==> src/rtl/sgen_pkg.sv <==
// Shared types and gap arithmetic for the serial clock / word-gap generator.
// Assumes the gap formula 4*interval+10 and a usable window of 14..130 cycles.
package sgen_pkg;

    typedef enum logic [1:0] {
        ST_IDLE  = 2'd0,
        ST_SHIFT = 2'd1,
        ST_GAP   = 2'd2
    } sgen_state_e;

    localparam int GAP_BASE = 10;
    localparam int GAP_STEP = 4;
    localparam int GAP_MIN  = 14;
    localparam int GAP_MAX  = 130;
    localparam int IV_MIN   = (GAP_MIN - GAP_BASE + GAP_STEP - 1) / GAP_STEP;
    localparam int IV_MAX   = (GAP_MAX - GAP_BASE) / GAP_STEP;
    localparam int GAP_W    = $clog2(GAP_MAX + 1);

    // Clamp an interval setting to the usable window and convert it to cycles.
    function automatic logic [GAP_W-1:0] gap_cycles(input int iv);
        int c;
        c = (iv < IV_MIN) ? IV_MIN : ((iv > IV_MAX) ? IV_MAX : iv);
        return GAP_W'(GAP_STEP * c + GAP_BASE);
    endfunction

endpackage

==> src/rtl/sgen_divider.sv <==
// Half-period divider: while run is high, tick pulses once every pre+1 cycles.
// Assumes pre is held stable while run is high; the count clears when run is low.
module sgen_divider #(
    parameter int PRE_W = 8
) (
    input  logic             clk,
    input  logic             rst_n,
    input  logic             run,
    input  logic [PRE_W-1:0] pre,
    output logic             tick
);
    logic [PRE_W-1:0] cnt_q;

    // Count source cycles within the current half period.
    always_ff @(posedge clk) begin
        if (!rst_n || !run) begin
            cnt_q <= '0;
        end else if (cnt_q == pre) begin
            cnt_q <= '0;
        end else begin
            cnt_q <= cnt_q + 1'b1;
        end
    end

    assign tick = run && (cnt_q == pre);
endmodule

==> src/rtl/sgen_edge_map.sv <==
// Maps a serial clock edge onto launch and capture strobes for the selected phase.
// Assumes lead marks the first edge of a bit and last marks the final edge of the word.
module sgen_edge_map (
    input  logic tick,
    input  logic lead,
    input  logic last,
    input  logic pha,
    output logic launch,
    output logic capture
);
    // Phase 0 captures on leading edges; phase 1 launches on leading edges.
    always_comb begin
        if (pha) begin
            launch  = tick && lead;
            capture = tick && !lead;
        end else begin
            launch  = tick && !lead && !last;
            capture = tick && lead;
        end
    end
endmodule

==> src/rtl/sgen_gap_timer.sv <==
// Inter-word gap timer: done pulses in the len-th cycle of run.
// Assumes len >= 1 and stays stable while run is high.
module sgen_gap_timer #(
    parameter int GAP_W = 8
) (
    input  logic             clk,
    input  logic             rst_n,
    input  logic             run,
    input  logic [GAP_W-1:0] len,
    output logic             done
);
    logic [GAP_W-1:0] cnt_q;

    // Count source cycles spent in the gap.
    always_ff @(posedge clk) begin
        if (!rst_n || !run) begin
            cnt_q <= '0;
        end else begin
            cnt_q <= cnt_q + 1'b1;
        end
    end

    assign done = run && (cnt_q == len - 1'b1);
endmodule

==> src/rtl/spi_sclk_gap_gen.sv <==
// Serial clock and inter-word gap generator.
// Divides the source clock to src/(2*(prescale+1)), applies polarity and phase,
// strobes launch/capture per edge and enforces a 4*interval+10 cycle gap
// after each word. All settings are captured when a word is accepted.
module spi_sclk_gap_gen #(
    parameter int PRE_W    = 8,
    parameter int IV_W     = 5,
    parameter int MAX_BITS = 32
) (
    input  logic                            clk,
    input  logic                            rst_n,
    input  logic [PRE_W-1:0]                prescale,
    input  logic [IV_W-1:0]                 interval,
    input  logic [$clog2(MAX_BITS+1)-1:0]   word_bits,
    input  logic                            cpol,
    input  logic                            cpha,
    input  logic                            word_start,
    output logic                            sclk,
    output logic                            shift_en,
    output logic                            sample_en,
    output logic                            word_ready
);
    import sgen_pkg::*;

    localparam int BITS_W = $clog2(MAX_BITS + 1);
    localparam int EDGE_W = $clog2(2 * MAX_BITS + 1);

    sgen_state_e        state_q;
    logic [PRE_W-1:0]   pre_q;
    logic [GAP_W-1:0]   gap_q;
    logic [EDGE_W-1:0]  nedge_q;
    logic [EDGE_W-1:0]  edge_cnt_q;
    logic               pol_q;
    logic               pha_q;
    logic               raw_q;
    logic               shift_q;
    logic               sample_q;

    logic [BITS_W-1:0]  nbits;
    logic               accept;
    logic               tick;
    logic               lead;
    logic               last;
    logic               launch;
    logic               capture;
    logic               gap_done;

    // Clamp the requested word length to 1..MAX_BITS.
    always_comb begin
        if (word_bits == '0) begin
            nbits = BITS_W'(1);
        end else if (word_bits > BITS_W'(MAX_BITS)) begin
            nbits = BITS_W'(MAX_BITS);
        end else begin
            nbits = word_bits;
        end
    end

    assign accept = (state_q == ST_IDLE) && word_start;
    assign lead   = ~edge_cnt_q[0];
    assign last   = (EDGE_W'(edge_cnt_q + 1'b1) == nedge_q);

    sgen_divider #(.PRE_W(PRE_W)) div_i (
        .clk   (clk),
        .rst_n (rst_n),
        .run   (state_q == ST_SHIFT),
        .pre   (pre_q),
        .tick  (tick)
    );

    sgen_edge_map map_i (
        .tick    (tick),
        .lead    (lead),
        .last    (last),
        .pha     (pha_q),
        .launch  (launch),
        .capture (capture)
    );

    sgen_gap_timer #(.GAP_W(GAP_W)) gap_i (
        .clk   (clk),
        .rst_n (rst_n),
        .run   (state_q == ST_GAP),
        .len   (gap_q),
        .done  (gap_done)
    );

    // Sequence idle -> shift -> gap -> idle.
    always_ff @(posedge clk) begin
        if (!rst_n) begin
            state_q <= ST_IDLE;
        end else begin
            case (state_q)
                ST_IDLE:  if (accept)           state_q <= ST_SHIFT;
                ST_SHIFT: if (tick && last)     state_q <= ST_GAP;
                ST_GAP:   if (gap_done)         state_q <= ST_IDLE;
                default:                        state_q <= ST_IDLE;
            endcase
        end
    end

    // Capture per-word settings when a word is accepted.
    always_ff @(posedge clk) begin
        if (!rst_n) begin
            pre_q   <= '0;
            gap_q   <= GAP_W'(GAP_MIN);
            nedge_q <= EDGE_W'(2);
            pol_q   <= 1'b0;
            pha_q   <= 1'b0;
        end else if (accept) begin
            pre_q   <= prescale;
            gap_q   <= gap_cycles(int'(interval));
            nedge_q <= EDGE_W'({nbits, 1'b0});
            pol_q   <= cpol;
            pha_q   <= cpha;
        end
    end

    // Track the raw clock level and the number of edges issued in the word.
    always_ff @(posedge clk) begin
        if (!rst_n || accept) begin
            raw_q      <= 1'b0;
            edge_cnt_q <= '0;
        end else if (tick) begin
            raw_q      <= ~raw_q;
            edge_cnt_q <= edge_cnt_q + 1'b1;
        end
    end

    // Register the strobes so they line up with the clock edge they belong to.
    always_ff @(posedge clk) begin
        if (!rst_n) begin
            shift_q  <= 1'b0;
            sample_q <= 1'b0;
        end else begin
            shift_q  <= launch;
            sample_q <= capture;
        end
    end

    assign sclk       = raw_q ^ ((state_q == ST_IDLE) ? cpol : pol_q);
    assign shift_en   = shift_q;
    assign sample_en  = sample_q;
    assign word_ready = (state_q == ST_IDLE);
endmodule

==> config.mk <==
export PLATFORM = sky130hd
export DESIGN_NAME = spi_sclk_gap_gen
export DESIGN_NICKNAME = d
export VERILOG_FILES = /design/src/rtl/sgen_pkg.sv /design/src/rtl/sgen_divider.sv /design/src/rtl/sgen_edge_map.sv /design/src/rtl/sgen_gap_timer.sv /design/src/rtl/spi_sclk_gap_gen.sv
export SDC_FILE = /design/constraint.sdc
export NUM_CORES = 1
export LEC_CHECK = 0
export ABC_AREA = 0
export BUFFER_PORTS_ARGS = -buffer_cell sky130_fd_sc_hd__buf_4
export CORE_MARGIN = 5
export CORE_UTILIZATION = 50
export CTS_CLUSTER_DIAMETER = 120
export DETAILED_ROUTE_END_ITERATION = 12
export PLACE_DENSITY = 0.72
export SLEW_MARGIN = 25
export SYNTH_ARGS = -nofsm -noshare
export SYNTH_HDL_FRONTEND = slang
export SYNTH_HIERARCHICAL = 1
export SYNTH_SLANG_ARGS = --single-unit
export TNS_END_PERCENT = 10
==> constraint.sdc <==
create_clock -name clk -period 2.3 [get_ports clk]
set_clock_uncertainty 0.05 [all_clocks]
set_input_delay 0.69 -clock clk [delete_from_list [all_inputs] [get_ports clk]]
set_output_delay 0.69 -clock clk [all_outputs]
set_load 0.02 [all_outputs]
# Word level (Yosys, flattened, before mapping)
# Cells that the tools add are included.
dict set report totals {
  ff_bits 52
  word_cells 60
}
dict set report classes {
  n_addsub 5
  order_cmp 3
  eq_ne 8
  muxes 11
  bitwise_logic 3
  reduce_logical 18
}
# operator count
set op_table {}
lappend op_table {{8-bit by 1-bit adder with 8-bit output (second input constant)} 2}
lappend op_table {{8-bit equality test} 2}
lappend op_table {{6-bit 2-to-1 mux} 2}
lappend op_table {{5-bit 2-to-1 mux} 2}
lappend op_table {{7-bit by 4-bit adder with 8-bit output (second input constant)} 1}
lappend op_table {{8-bit by 1-bit subtractor with 8-bit output (second input constant)} 1}
lappend op_table {{7-bit by 1-bit adder with 7-bit output (second input constant)} 1}
lappend op_table {{7-bit equality test} 1}
lappend op_table {{1-bit logical AND} 7}
lappend op_table {{6-bit greater-than comparator (second input constant)} 1}
lappend op_table {{6-bit zero test} 1}
lappend op_table {{2-bit 2-to-1 mux} 3}
lappend op_table {{2-bit case mux with 3 select lines} 1}
lappend op_table {{5-bit greater-than comparator (second input constant)} 1}
lappend op_table {{5-bit by 1-bit < comparator with 1-bit output (second input constant)} 1}
lappend op_table {{1-bit zero test} 4}
lappend op_table {{2-bit inequality test (second input constant)} 2}
lappend op_table {{1-bit logical OR} 3}
lappend op_table {{1-bit 2-to-1 mux} 3}
lappend op_table {{3-bit AND reduction} 1}
lappend op_table {{2-bit by 1-bit equality test with 1-bit output (second input constant)} 1}
lappend op_table {{2-bit equality test (second input constant)} 1}
lappend op_table {{2-bit zero test} 1}
lappend op_table {{2-bit by 1-bit inequality test with 1-bit output (second input constant)} 1}
lappend op_table {{other kinds (3)} 4}

# Longest topological paths before layout
# Gate-level depths: netlist (run 1).
dict set report logic_depth {
  word_depth 5
  depth_mapped 9
}

# By module
# The synthesis (run 1) kept the hierarchy.
# module instances cells_each area_per_inst_um2 seq_area_each_um2
set modules_own_cells {}
lappend modules_own_cells {spi_sclk_gap_gen 1 185 1582.8 680.7}
lappend modules_own_cells {sgen_gap_timer 1 63 536.8 160.2}
lappend modules_own_cells {sgen_divider 1 46 470.5 160.2}
lappend modules_own_cells {sgen_edge_map 1 5 32.5 0.0}

# Worst setup path after synthesis (run 1)
# Ideal clock, no wire load.
dict set report synth_timing {
  path_kind {register to register}
  start {register div_i.cnt_q[2]}
  end {register edge_cnt_q[6]}
  setup_ps 121
  arrival_ps 1988
  required_ps 2129
  setup_slack_ps 140
  stages_incl_launch_ff 10
  synth_period_minus_slack_ps 2160
  cell_sequence {dfxtp_1 buf_6 xor2_2 nor4_4 and3_1 clkbuf_1 nand4_1 nor2_1 xnor2_1 nor2_1}
}
dict set report synth_between {
  elab_chain_cells 2
}
# element line_no
set synth_lines {}
lappend synth_lines {{from (decl)} sgen_divider.sv:12} ;# logic [PRE_W-1:0] cnt_q;
lappend synth_lines {{from (signal assigned)} sgen_divider.sv:21} ;# cnt_q <= cnt_q + 1'b1;
lappend synth_lines {{8-bit equality test} sgen_divider.sv:25} ;# assign tick = run && (cnt_q == pre);
lappend synth_lines {{1-bit logical AND} sgen_divider.sv:25}
lappend synth_lines {{named net tick} spi_sclk_gap_gen.sv:41} ;# logic tick;
lappend synth_lines {{to (signal assigned)} spi_sclk_gap_gen.sv:126} ;# edge_cnt_q <= edge_cnt_q + 1'b1;
lappend synth_lines {{to (decl)} spi_sclk_gap_gen.sv:32} ;# logic [EDGE_W-1:0] edge_cnt_q;
# The timed path passes the listed nets, and every way through them passes these cells.
# A chain may end at the register's enable or synchronous reset.

# Worst setup path after layout (run 1)
dict set report layout_timing {
  start {register state_q[0]}
  end {output sclk}
}
dict set report layout_between {
  elab_chain_cells 3
}
# element line_no
set layout_lines {}
lappend layout_lines {{from (decl)} spi_sclk_gap_gen.sv:28} ;# sgen_state_e state_q;
lappend layout_lines {{from (signal assigned)} spi_sclk_gap_gen.sv:91} ;# state_q <= ST_IDLE;
lappend layout_lines {{from (signal assigned)} spi_sclk_gap_gen.sv:94} ;# ST_IDLE: if (accept) state_q <= ST_SHIFT;
lappend layout_lines {{from (signal assigned)} spi_sclk_gap_gen.sv:95} ;# ST_SHIFT: if (tick && last) state_q <= ST_GAP;
lappend layout_lines {{2-bit zero test} spi_sclk_gap_gen.sv:141} ;# assign sclk = raw_q ^ ((state_q == ST_IDLE) ? cpol : pol_q);
lappend layout_lines {{1-bit 2-to-1 mux} spi_sclk_gap_gen.sv:141}
lappend layout_lines {{1-bit bitwise XOR} spi_sclk_gap_gen.sv:141}
lappend layout_lines {{to (decl)} spi_sclk_gap_gen.sv:18} ;# output logic sclk,
# No other way between the ends.

==> results of run 1 <==
==> Yosys cell counts (all sizes together), types with 3 or more instances <==
master / count
dfxtp: 50
nand2: 47
xor2: 24
nor2: 23
xnor2: 20
a21boi: 18
nand3: 12
o21ai: 9
inv: 8
clkbuf: 7
ha: 7
a211oi: 6
a21oi: 6
and3: 6
nand3b: 6
nand4: 5
nor4: 5
and2: 4
buf: 4
nand2b: 4
or3: 4
a221oi: 3
==> routing by layer <==
metal  vias up  share of wire, %
met5         -                 0
met2        32                48
met4         0              0.80
met3         4               3.3
met1       968                48
li1       1082                 -
==> kinds of logic after synthesis <==
logic type / share of synthesized area [%]
AOI/OAI and AO/OA: 14.2
adders and majority gates: 3.34
and+or+nand+nor: 25.1
muxes: 0.763
xor gates and xnor gates: 15.0
buffers and inverters: 3.15
other: 0.286
DFF: 38.2
==> power groups by stage <==
stage	registers, mW	logic [mW]	clock network (mW)
2_1_floorplan	0.937	0.163	0
3_3_place_gp	0.942	0.248	0
3_5_place_dp	0.943	0.253	0
4_1_cts	0.922	0.254	0.615
5_1_grt	0.927	0.280	0.660
6_report	0.922	0.253	0.597
==> layout make-up <==
class | instances | area share (%)
Clock buffer | 5 | 2.27
Timing Repair Buffer | 33 | 8.19
Clock inverter | 3 | 1.32
Tap cell | 70 | 2.89
Inverter | 8 | 0.993
Multi-Input combinational cell | 233 | 51.2
Sequential cell | 50 | 33.1
==> how the worst max path moves through the flow <==
| stage | from | to | slack, ns | cells past startpoint |
|---|---|---|---|---|
| floorplan | div_i/cnt_q[2] | edge_cnt_q[6] | 0.14 | 9 |
| global placement | cpol | sclk | 0.31 | 4 |
| detailed placement | edge_cnt_q[0] | shift_en | 0.29 | 8 |
| CTS | state_q[1] | sclk | 0.12 | 4 |
| global route | state_q[1] | sclk | 0.06 | 4 |
| finish | state_q[0] | sclk | 0.14 | 4 |
==> per-stage QoR <==
step / hold slack [ns] / setup slack, ns / cell area, um2 / power, mW
final: 0.412 / 0.142 / 3030 / 1.77
after global routing: 0.450 / 0.0551 / 3030 / 1.87
after CTS: 0.420 / 0.116 / 3030 / 1.79
after detailed placement: 0.407 / 0.290 / 2920 / 1.20
after global placement: 0.403 / 0.315 / 2920 / 1.19
after floorplan: 0.386 / 0.140 / 2630 / 1.10
==> registers in the layout (all words and copies together), names as in the netlist <==
register	cells
div_i/cnt_q	8
edge_cnt_q	7
gap_i/cnt_q	8
gap_q	6
nedge_q	6
pha_q	1
pol_q	1
pre_q	8
raw_q	1
sample_en	1
shift_en	1
state_q	2
==> worst max-delay path, cell delays in order (launching register included) <==
cell and delay (ns):
dfxtp_1 0.32, nor2_1 0.26, mux2i_1 0.26, xnor2_1 0.13, buf_4 0.16
==> cells in the final DEF, fill, tap and decap left out, types with 3 or more instances in the layout <==
cell type,n
clkbuf_8,5
and2_1,4
or3_1,4
conb_1,5
a211oi_1,6
a221oi_1,3
o21ai_0,8
nor2_1,23
a21boi_0,17
ha_1,7
nand4_1,5
nand2_1,47
and3_1,4
dfxtp_1,50
xnor2_1,20
a21oi_1,6
nand2b_1,4
nand3_1,11
xor2_1,23
buf_4,33
nand3b_1,6
inv_1,8
==> metrics.sh, run 1 <==
FF2FF_SETUP_SLACK_NS=0.27
YS_DOMINANT_REG_CELL='dfxtp_1'
MULTIINPUTGATEAREA_UM2=1550
SYNTH_TOP_CELLS_BY_AREA='dfxtp_1 (38%), xor2_1 (7.7%), nand2_1 (6.7%)'
WIRELENGTH_UM=5020
NUMBER_OF_DIFFERENT_LIBRARY_CELLS_IN_THE_POST_SYNTHESIS_NETLIST=45
DETAILEDPLACEMENTHPWL_UM=3740
PLACE.PORT_BUFFERS=27
PEAKVDDDROP_uV=251
MET3_USAGE_PCT=3.80
ROOT_BUFFER='clkbuf_8'
CRIT-REG2REG-CAPTURE='shift_en'
AREAGROWTHSYNTHTOFINISH_PCT=15.4
POWER.SEQUENTIAL.FRACTION_PCT=52.0
SYN-MEAN-INSTANCE-AREA_UM2=8.77
GPL.FINAL_WEIGHTED_CONGESTION=0.814
POSTROUTEANTENNANETS=0
POST_DRT_WL_PER_CELL_UM=12.5
FINAL_LAYOUT_SIZE_SUFFIX_GT1_SHARE_PCT=15.4
GRT_PASS1_WL_UM=8710
SHARE_COMB_OF_TOTAL_POWER_PCT=14.3
REGTOREGSTARTPOINT='edge_cnt_q[0]'
GLOBALROUTEOVERFLOWTOTAL=0
TIMING.CRITICAL_PATH.REQUIRED_NS=1.56
POSTCTSSETUPBUFFERS=0
WORST_HOLD_PATH_CELLS=2
ANTENNA_FOUND_INITIAL=0
POSTCTSRESIZEDCELLS=0
WORST_SKEW_PAIR.LATE_LATENCY_NS=0.29
VIAS_PER_CELL=5.19
SYNTH-EDFF-COUNT=0
SYNTH.LARGEST_AREA_CELL='dfxtp_1'
GLOBALROUTEMET2UTIL_PCT=28.5
SYNTH.YOSYS.SEQ_AREA_SHARE_PCT=38.2
YOSYSWARNINGS=6
POWER_REPORT.INTERNAL_TOTAL_mW=1.33
TOP_USAGE_LAYER='met2'
CLK_PIN_SLEW_WORST_PATHS_NS=0.09
ANTENNA_CELLS=0
CP.ARRIVAL_NS=1.42
POST_SYNTH_INST_COUNT=299
WORST_SETUP_PATH_END_KIND='output port'
GRT_START_MAX_NET_PINS=32
DIE_Y_UM=82.4
FINAL_NET_COUNT=362
R2R.WORST_PATH.CELLS=8
DRT_ITER0_DRC=48
TIMING_WORST_SETUP_PATH_TYPE='register to output port'
TOTAL_LEAKAGE_POWER_nW=1.20
HTREEDEPTH=2
HOLD_EP='pol_q'
INITIAL_CORE_UTIL_PCT=51.3
POWER_PER_CELL_AREA_nW_PER_UM2=586
FINISHED_CORE_UTIL_PCT=59.2
SYNTHESIS.AREA_UM2=2620
RUN_STATUS='finished clean'
FINAL-HOLD-VIOLATION-COUNT=0
MAXCAPVIOLCOUNT=0
AREA_FRACTION_OF_THE_DOMINANT_CELL_TYPE_AFTER_SYNTHESIS_PCT=38.2
CTS-BUFFERS-INSERTED=5
FLOORPLAN.IO_PINS=28
FINAL_CRITICAL_DELAY_INCLUDING_SETUP_AND_EXTERNAL_DELAYS_NS=2.16
FINAL.SETUP.TNS_NS=0
CTS_BUFFER_DEPTH=2
ASYNCSETRESETFLOPFRACSYNTH_PCT=0
NETSWITCHINGFRACTION_PCT=24.8
DRT_PRE_ANTENNA_ITERS=4
CLOCK-SINKS=50
FILLER_CELL_COUNT=471
VIAS_IN_THE_FIRST_GLOBAL_ROUTE=2025
FIN_CRIT_SH_PCT=93.8
GRT.TOTAL_USAGE_PCT=16.1
GRT_SETUP_UNREPAIRED='false'
DIEAREA_UM2=6790
REMAINING_DRC_ERRORS=0
AREA.SEQUENTIAL_UM2=1000
FINAL-INSTANCE-COUNT-EXCL-FILL=402
CTS_TREE='done'
SETUP.WORST_PATH.START_CLASS='register'
DRV_SLEW=0
PART_OF_THE_POWER_IN_THE_CLOCK_NETWORK_PCT=33.7
ROW_COUNT=26
CRIT_PATH_MAX_FANOUT=4
DIE_WD_UM=82.4
YS_FF_LATCH=50
POWER.NET_SWITCHING_mW=0.439
GROUTE.LAYER.MET1.USAGE_PCT=19.7
MAX_FREQ_MHz=463
CTS_HOLD_BUF=0
TIMING.FINAL.SETUP_VIOLATIONS=0
ROUTED-VIA-COUNT=2086
DP.CELLS=394
TYPE_OF_THE_WORST_MIN_DELAY_PATH='register to register'
WORST_HOLD_STARTPOINT='pol_q'
CORE_AREA_UM2=5110
(Power assumes the default switching activity.)
==> run 2: changes to the inputs <==
--- a/config.mk
+++ b/config.mk
@@ -5,8 +5,10 @@
 export SDC_FILE = /design/constraint.sdc
 export NUM_CORES = 1
 export LEC_CHECK = 0
-export ABC_AREA = 0
+export ABC_AREA = 1
 export BUFFER_PORTS_ARGS = -buffer_cell sky130_fd_sc_hd__buf_4
+export CAP_MARGIN = 20
+export CORE_ASPECT_RATIO = 0.9
 export CORE_MARGIN = 5
 export CORE_UTILIZATION = 50
 export CTS_CLUSTER_DIAMETER = 120
==> run 2 against run 1 <==
Effect of this change:
- clock-buffer cell count did not move
- sequential power rose by 6.9%
- via count rose by 17%
- clock power fell by 9.2%
- setup slack got worse by 0.031 ns
- final area rose by 4.1%
- total power rose by 11%
- largest cell class unchanged
==> metrics.sh, run 2 <==
CP_COMMON_CELL='nand2_1'
DETAILEDPLACEMENTHPWL_UM=4330  # +16%
FLOORPLAN.IO_PINS=28  # unchanged
CTS_BUFFER_DEPTH=2  # unchanged
CRITICAL_PATH.SLOWEST_CELL='nor4_1'
SYNTH-EDFF-COUNT=0  # unchanged
POSTLAYOUTCELLAREA_UM2=3150  # +4.1%
WORSTMARGINPINSLEW_NS=0.544
DRV_SLEW=0  # unchanged
WORST-PATH-BUF-INV=1  # unchanged
RUN_STATUS='finished clean'
SYNTH_TOP_CELLS_BY_AREA='dfxtp_1 (36%), nand2_1 (14%), inv_1 (9.2%)'
WORST_PATH_DOMINANT_CELL_FAMILY='simple AND/OR/NAND/NOR gates'
YOSYS.CELL_COUNT.TOP_TYPE='nand2_1'
AREA_FRACTION_OF_THE_DOMINANT_CELL_TYPE_AFTER_SYNTHESIS_PCT=36.5  # -1.7 points
REG_TOP3='div_i/cnt_q (8), gap_i/cnt_q (8), pre_q (8)'
MET3_USAGE_PCT=3.28  # -0.51 points
YS_DOMINANT_REG_CELL='dfxtp_1'
FINAL_CRITICAL_DELAY_INCLUDING_SETUP_AND_EXTERNAL_DELAYS_NS=2.19  # +0.0310 ns
INITIAL_CORE_UTIL_PCT=51.9  # +0.53 points
WORST_SETUP_PATH_END_KIND='register'
GRT_SETUP_UNREPAIRED='false'
DIE_Y_UM=80.3  # -2.6%
CRIT_PATH_CELL_TRACE='ha_1 -> nand2_2 -> nor2_2 -> nand2_1 -> nand2_1 -> nand2_1 -> nand2_1 -> nand2_1 -> nor4_1 -> nor2_1 -> nand2_1 -> nand2_1 -> nand2_1 -> inv_1'
CELL_AREA_AFTER_PLACEMENT_UM2=3050  # +4.6%
REMAINING_DRC_ERRORS=0  # unchanged
GLOBALROUTEOVERFLOWTOTAL=0  # unchanged
CTS_HOLD_BUF=0  # unchanged
POSTCTSSETUPBUFFERS=0  # unchanged
YS_FF_LATCH=50  # unchanged
POST_DRT_WL_PER_CELL_UM=10.9  # -13%
MAX_FREQ_MHz=457  # -1.4%
FINAL.SETUP.TNS_NS=0  # unchanged
ROW_COUNT=25  # -3.8%
PEAKVDDDROP_uV=512  # +100%
TOTAL_LEAKAGE_POWER_nW=1.46  # +21%
AREAGROWTHSYNTHTOFINISH_PCT=14.8
CTS_TREE='done'
YOSYSWARNINGS=6  # unchanged
FINAL_NET_COUNT=464  # +28%
GROUTE.LAYER.MET1.USAGE_PCT=20.8  # +1.0 points
DRT_PRE_ANTENNA_ITERS=4  # unchanged
POST_SYNTH_MOST_FREQUENT_CELLS='nand2_1 (100), inv_1 (67), dfxtp_1 (50)'
GPL.FINAL_WEIGHTED_CONGESTION=0.869  # +6.8%
SYN-MEAN-INSTANCE-AREA_UM2=6.94  # -21%
TIMING_WORST_SETUP_PATH_TYPE='register to register'
CP.ARRIVAL_NS=2.35  # +0.93 ns
ANTENNA_FOUND_INITIAL=0  # unchanged
MAXCAPVIOLCOUNT=0  # unchanged
CTS-BUFFERS-INSERTED=5  # unchanged
ROUTED-VIA-COUNT=2443  # +17%
NUMBER_OF_DIFFERENT_LIBRARY_CELLS_IN_THE_POST_SYNTHESIS_NETLIST=37  # -18%
MOSTFREQUENTLAYOUTCELL='nand2_1'
WORST_SKEW_PAIR.LATE_LATENCY_NS=0.31  # +0.02 ns
POST_SYNTH_INST_COUNT=395  # +32%
FINAL-HOLD-VIOLATION-COUNT=0  # unchanged
MAX-SLEW-MARGIN-REL_PCT=63.4
TIMING.FINAL.SETUP_VIOLATIONS=0  # unchanged
GRT_START_MAX_NET_PINS=19  # -41%
GLOBALROUTEMET2UTIL_PCT=29.7  # +1.1 points
GRT.TOTAL_USAGE_PCT=16.8  # +0.64 points
DIE_WD_UM=88.1  # +6.9%
GRT_PASS1_WL_UM=9480  # +8.8%
CRITPATHLAUNCH='edge_cnt_q[0]'
SETUP.WORST_PATH.START_CLASS='register'
REGTOREGSTARTPOINT='edge_cnt_q[0]'
POSTROUTEANTENNANETS=0  # unchanged
TIMING.CRITICAL_PATH.SLOWEST_CELL_DELAY_NS=0.48  # +0.16 ns
SYNTH.LARGEST_AREA_CELL='dfxtp_1'
CORE_AREA_UM2=5290  # +3.5%
PLACE.PORT_BUFFERS=27  # unchanged
ANTENNA_CELLS=0  # unchanged
DRT_ITER0_DRC=104  # +120%
TIMING.CRITICAL_PATH.REQUIRED_NS=2.46  # +0.90 ns
CLK_PIN_SLEW_WORST_PATHS_NS=0.10  # about the same
POST_LAYOUT_TOTAL_POWER_mW=1.96  # +11%
POSTCTSRESIZEDCELLS=0  # unchanged
CRIT_PATH_MAX_FANOUT=6  # +2
DIEAREA_UM2=7070  # +4.1%
ROOT_BUFFER='clkbuf_8'
CLOCK-SINKS=50  # unchanged
VIAS_PER_CELL=4.88  # -6.0%
HTREEDEPTH=2  # unchanged
POWER_PER_CELL_AREA_nW_PER_UM2=624  # +6.4%
SYNTHESIS.AREA_UM2=2740  # +4.6%
FINAL_LAYOUT_SIZE_SUFFIX_GT1_SHARE_PCT=17.3  # +1.9 points
WORST_HOLD_STARTPOINT='pol_q'
SYNTH.YOSYS.SEQ_AREA_SHARE_PCT=36.5  # -1.7 points
VIAS_IN_THE_FIRST_GLOBAL_ROUTE=2261  # +12%
WIRELENGTH_UM=5440  # +8.4%
TYPE_OF_THE_WORST_MIN_DELAY_PATH='register to register'
FIN_CRIT_SH_PCT=95.2  # +1.3 points
TOP_USAGE_LAYER='met2'
MOST_FREQUENT_CELLS_IN_THE_LAYOUT='nand2_1 (100), inv_1 (67), dfxtp_1 (50), buf_4 (32), nor2_1 (31)'
ASYNCSETRESETFLOPFRACSYNTH_PCT=0  # unchanged
[run 2: cell types whose count changed after synthesis, sizes merged, moves of 6 or more]
cell / before / now
inv: 8 / 69
nand2: 47 / 106
nor2: 23 / 50
a21boi: 18 / 0
xor2: 24 / 6
nand3: 12 / 28
o21ai: 9 / 21
a22o: 0 / 10
xnor2: 20 / 10
a21oi: 6 / 13
clkbuf: 7 / 1
[run 2: worst paths after layout]
path | endpoint | slack, ns | cells past startpoint
worst min-delay path | pol_q | 0.43 | 2
worst min register to register | pol_q | 0.43 | 2
worst max-delay path | shift_en | 0.11 | 14
worst max register to register | shift_en | 0.11 | 14
[run 2: stage by stage]
stage	hold slack [ns]	worst slack (ns)	std cells	utilization [%]
after CTS	0.432	0.167	501	59.6
after floorplan	0.373	0.319	398	-
after global placement	0.392	0.201	493	57.7
after global routing	0.467	0.00666	501	59.6
final	0.432	0.111	501	59.6
after detailed placement	0.404	0.207	493	57.7
[run 2: area by class of cell]
class                           instances  area, um2
Multi-Input combinational cell        274       1460
Timing Repair Buffer                   32        240
Clock inverter                          3       28.8
Sequential cell                        50       1000
Inverter                               70        263
Fill cell                             501       2140
Clock buffer                            5       68.8
Tap cell                               67       83.8
[run 2: cells by family (layout without fill, tap and decap cells)]
family / after synthesis / count (layout) / synth area share (%)
AOI/OAI and AO/OA: 50 / 50 / 11.2
xor gates and xnor gates: 16 / 16 / 5.11
adders and majority gates: 7 / 7 / 3.19
buffers and inverters: 74 / 110 / 10.6
DFF: 50 / 50 / 36.5
other: 2 / 5 / 0.274
and+or+nand+nor: 196 / 196 / 33.2
[run 2: where the power goes]
part	switching, mW	total, mW	internal (mW)
combinational	0.255	0.435	0.180
sequential	0.0601	0.986	0.926
clock	0.316	0.542	0.226
[run 2: worst min-delay path, delay by kind of cell, from the launching register on]
family / cells / cell delay (ns)
AND/OR/NAND/NOR: 1 / 0.05
AO/OA/AOI/OAI: 1 / 0.06
flip-flops: 1 / 0.34
[run 2: per-layer routing]
layer | vias up | part of all wire [%]
li1 | 1306 | -
met4 | 0 | 0.85
met1 | 1099 | 47
met3 | 5 | 3.2
met2 | 33 | 49
met5 | - | 0
==> run 3: changes to the inputs <==
--- a/config.mk
+++ b/config.mk
@@ -13,6 +13,7 @@
 export CORE_UTILIZATION = 50
 export CTS_CLUSTER_DIAMETER = 120
 export DETAILED_ROUTE_END_ITERATION = 12
+export MAX_ROUTING_LAYER = met4
 export PLACE_DENSITY = 0.72
 export SLEW_MARGIN = 25
 export SYNTH_ARGS = -nofsm -noshare
==> run 3 against run 2 <==
Effect of this change:
- sequential share of layout area did not move
- combinational power barely moved
- clock-buffer cell count did not move
- setup slack improved by 0.087 ns
- largest power group unchanged
- final cell count did not move
- sequential power barely moved
- total power fell by 0.16%
- final area did not move
- global-route usage rose by 0.44 points
- flip-flop and latch count did not move
- hold slack barely moved
- utilization did not move
==> metrics.sh, run 3 (same netlist as run 2, synthesis figures left out) <==
ROW_COUNT=25  # unchanged
DRT_PRE_ANTENNA_ITERS=4  # unchanged
AREAGROWTHSYNTHTOFINISH_PCT=14.8  # unchanged
CRIT_PATH_MAX_FANOUT=4  # -2
TIMING.FINAL.SETUP_VIOLATIONS=0  # unchanged
MAXCAPVIOLCOUNT=0  # unchanged
SETUP.WORST_PATH.START_CLASS='register'
CRIT_PATH_CELL_TRACE='nor2_4 -> nand2_1 -> o21ai_0 -> xnor2_1 -> buf_4'
FINAL_NET_COUNT=464  # unchanged
HTREEDEPTH=2  # unchanged
REMAINING_DRC_ERRORS=0  # unchanged
GLOBALROUTEMET2UTIL_PCT=29.7  # unchanged
FIN_CRIT_SH_PCT=91.4  # -3.8 points
GROUTE.LAYER.MET1.USAGE_PCT=20.8  # unchanged
FINAL.SETUP.TNS_NS=0  # unchanged
ROUTED-VIA-COUNT=2432  # -0.45%
PLACE.PORT_BUFFERS=27  # unchanged
GRT_PASS1_WL_UM=9470  # about the same
CRITICAL_PATH.SLOWEST_CELL='dfxtp_1'
VIAS_IN_THE_FIRST_GLOBAL_ROUTE=2264  # +0.13%
RUN_STATUS='finished clean'
POST_DRT_WL_PER_CELL_UM=10.8  # -0.39%
INITIAL_CORE_UTIL_PCT=51.9  # unchanged
DETAILEDPLACEMENTHPWL_UM=4330  # unchanged
POSTCTSSETUPBUFFERS=0  # unchanged
POSTROUTEANTENNANETS=0  # unchanged
REGTOREGSTARTPOINT='edge_cnt_q[0]'
CLOCK-SINKS=50  # unchanged
TOP_USAGE_LAYER='met2'
ANTENNA_FOUND_INITIAL=0  # unchanged
MET3_USAGE_PCT=3.28  # unchanged
ANTENNA_CELLS=0  # unchanged
VIAS_PER_CELL=4.85  # -0.45%
CLK_PIN_SLEW_WORST_PATHS_NS=0.10  # about the same
POSTCTSRESIZEDCELLS=0  # unchanged
REG_TOP3='div_i/cnt_q (8), gap_i/cnt_q (8), pre_q (8)'
WORST_SETUP_PATH_END_KIND='output port'
CP.ARRIVAL_NS=1.36  # -0.99 ns
GRT.TOTAL_USAGE_PCT=17.2  # +0.44 points
PEAKVDDDROP_uV=512  # about the same
GPL.FINAL_WEIGHTED_CONGESTION=0.883  # +1.6%
TIMING.CRITICAL_PATH.SLOWEST_CELL_DELAY_NS=0.37  # -0.11 ns
CRITPATHLAUNCH='state_q[0]'
DRV_SLEW=0  # unchanged
POWER_PER_CELL_AREA_nW_PER_UM2=623  # -0.16%
GLOBALROUTEOVERFLOWTOTAL=0  # unchanged
FINAL-HOLD-VIOLATION-COUNT=0  # unchanged
FINAL_LAYOUT_SIZE_SUFFIX_GT1_SHARE_PCT=17.3  # unchanged
CTS-BUFFERS-INSERTED=5  # unchanged
MOST_FREQUENT_CELLS_IN_THE_LAYOUT='nand2_1 (100), inv_1 (67), dfxtp_1 (50), buf_4 (32), nor2_1 (31)'
GRT_SETUP_UNREPAIRED='false'
TIMING.CRITICAL_PATH.REQUIRED_NS=1.56  # -0.90 ns
DIEAREA_UM2=7070  # unchanged
DRT_ITER0_DRC=102  # -1.9%
MAX_FREQ_MHz=476  # +4.1%
GRT_START_MAX_NET_PINS=19  # unchanged
WIRELENGTH_UM=5420  # -0.39%
TIMING_WORST_SETUP_PATH_TYPE='register to output port'
CORE_AREA_UM2=5290  # unchanged
CTS_HOLD_BUF=0  # unchanged
ROOT_BUFFER='clkbuf_8'
MOSTFREQUENTLAYOUTCELL='nand2_1'
CTS_BUFFER_DEPTH=2  # unchanged
TOTAL_LEAKAGE_POWER_nW=1.46  # unchanged
POSTLAYOUTCELLAREA_UM2=3150  # unchanged
DIE_Y_UM=80.3  # unchanged
FINAL_CRITICAL_DELAY_INCLUDING_SETUP_AND_EXTERNAL_DELAYS_NS=2.10  # -0.0869 ns
DIE_WD_UM=88.1  # unchanged
CTS_TREE='done'
WORST_SKEW_PAIR.LATE_LATENCY_NS=0.31  # about the same
TYPE_OF_THE_WORST_MIN_DELAY_PATH='register to register'
CELL_AREA_AFTER_PLACEMENT_UM2=3050  # unchanged
FLOORPLAN.IO_PINS=28  # unchanged
WORST_HOLD_STARTPOINT='pol_q'
==> run 3: worst paths after layout <==
check | to | slack (ns) | cells after the start
setup reg to reg | shift_en | 0.20 | 14
setup / recovery | sclk | 0.20 | 5
hold reg to reg | pol_q | 0.43 | 2
hold / removal | pol_q | 0.43 | 2
==> run 3: per-stage QoR <==
step | utilization [%] | std cells | hold WS (ns) | worst slack, ns | power, mW
after CTS | 59.6 | 501 | 0.432 | 0.167 | 1.98
after global routing | 59.6 | 501 | 0.467 | 0.00666 | 2.09
final | 59.6 | 501 | 0.432 | 0.198 | 1.96
after global placement | 57.7 | 493 | 0.392 | 0.201 | 1.43
after floorplan | - | 398 | 0.373 | 0.319 | 1.30
after detailed placement | 57.7 | 493 | 0.404 | 0.207 | 1.44
==> run 3: worst max-delay path: cells and delay by family, from the launching register on <==
| kind | cells | cell delay (ns) |
|---|---|---|
| flip-flops | 1 | 0.37 |
| AND/OR/NAND/NOR | 2 | 0.25 |
| XOR/XNOR | 1 | 0.17 |
| buffers and inverters | 1 | 0.17 |
| AO/OA/AOI/OAI | 1 | 0.09 |
==> run 3: final cells by class <==
class / count / area [um2]
fill: 501 / 2140
multi-input combinational: 274 / 1460
sequential: 50 / 1000
inverter: 70 / 263
timing repair buffer: 32 / 240
tap: 67 / 83.8
clock buffer: 5 / 68.8
clock inverter: 3 / 28.8
==> run 3: per-layer routing <==
metal	up-vias	share of wire (%)	wire length, um
li1	1306	-	-
met5	-	0	0
met1	1088	47	2520
met4	0	0.83	45
met3	5	3.6	193
met2	33	49	2660
==> run 3: report_power, final <==
group | internal (mW) | leakage [nW] | switching [mW] | total (mW)
clock | 0.226 | 0.0502 | 0.315 | 0.540
combinational | 0.180 | 1.00 | 0.254 | 0.434
sequential | 0.926 | 0.407 | 0.0598 | 0.986
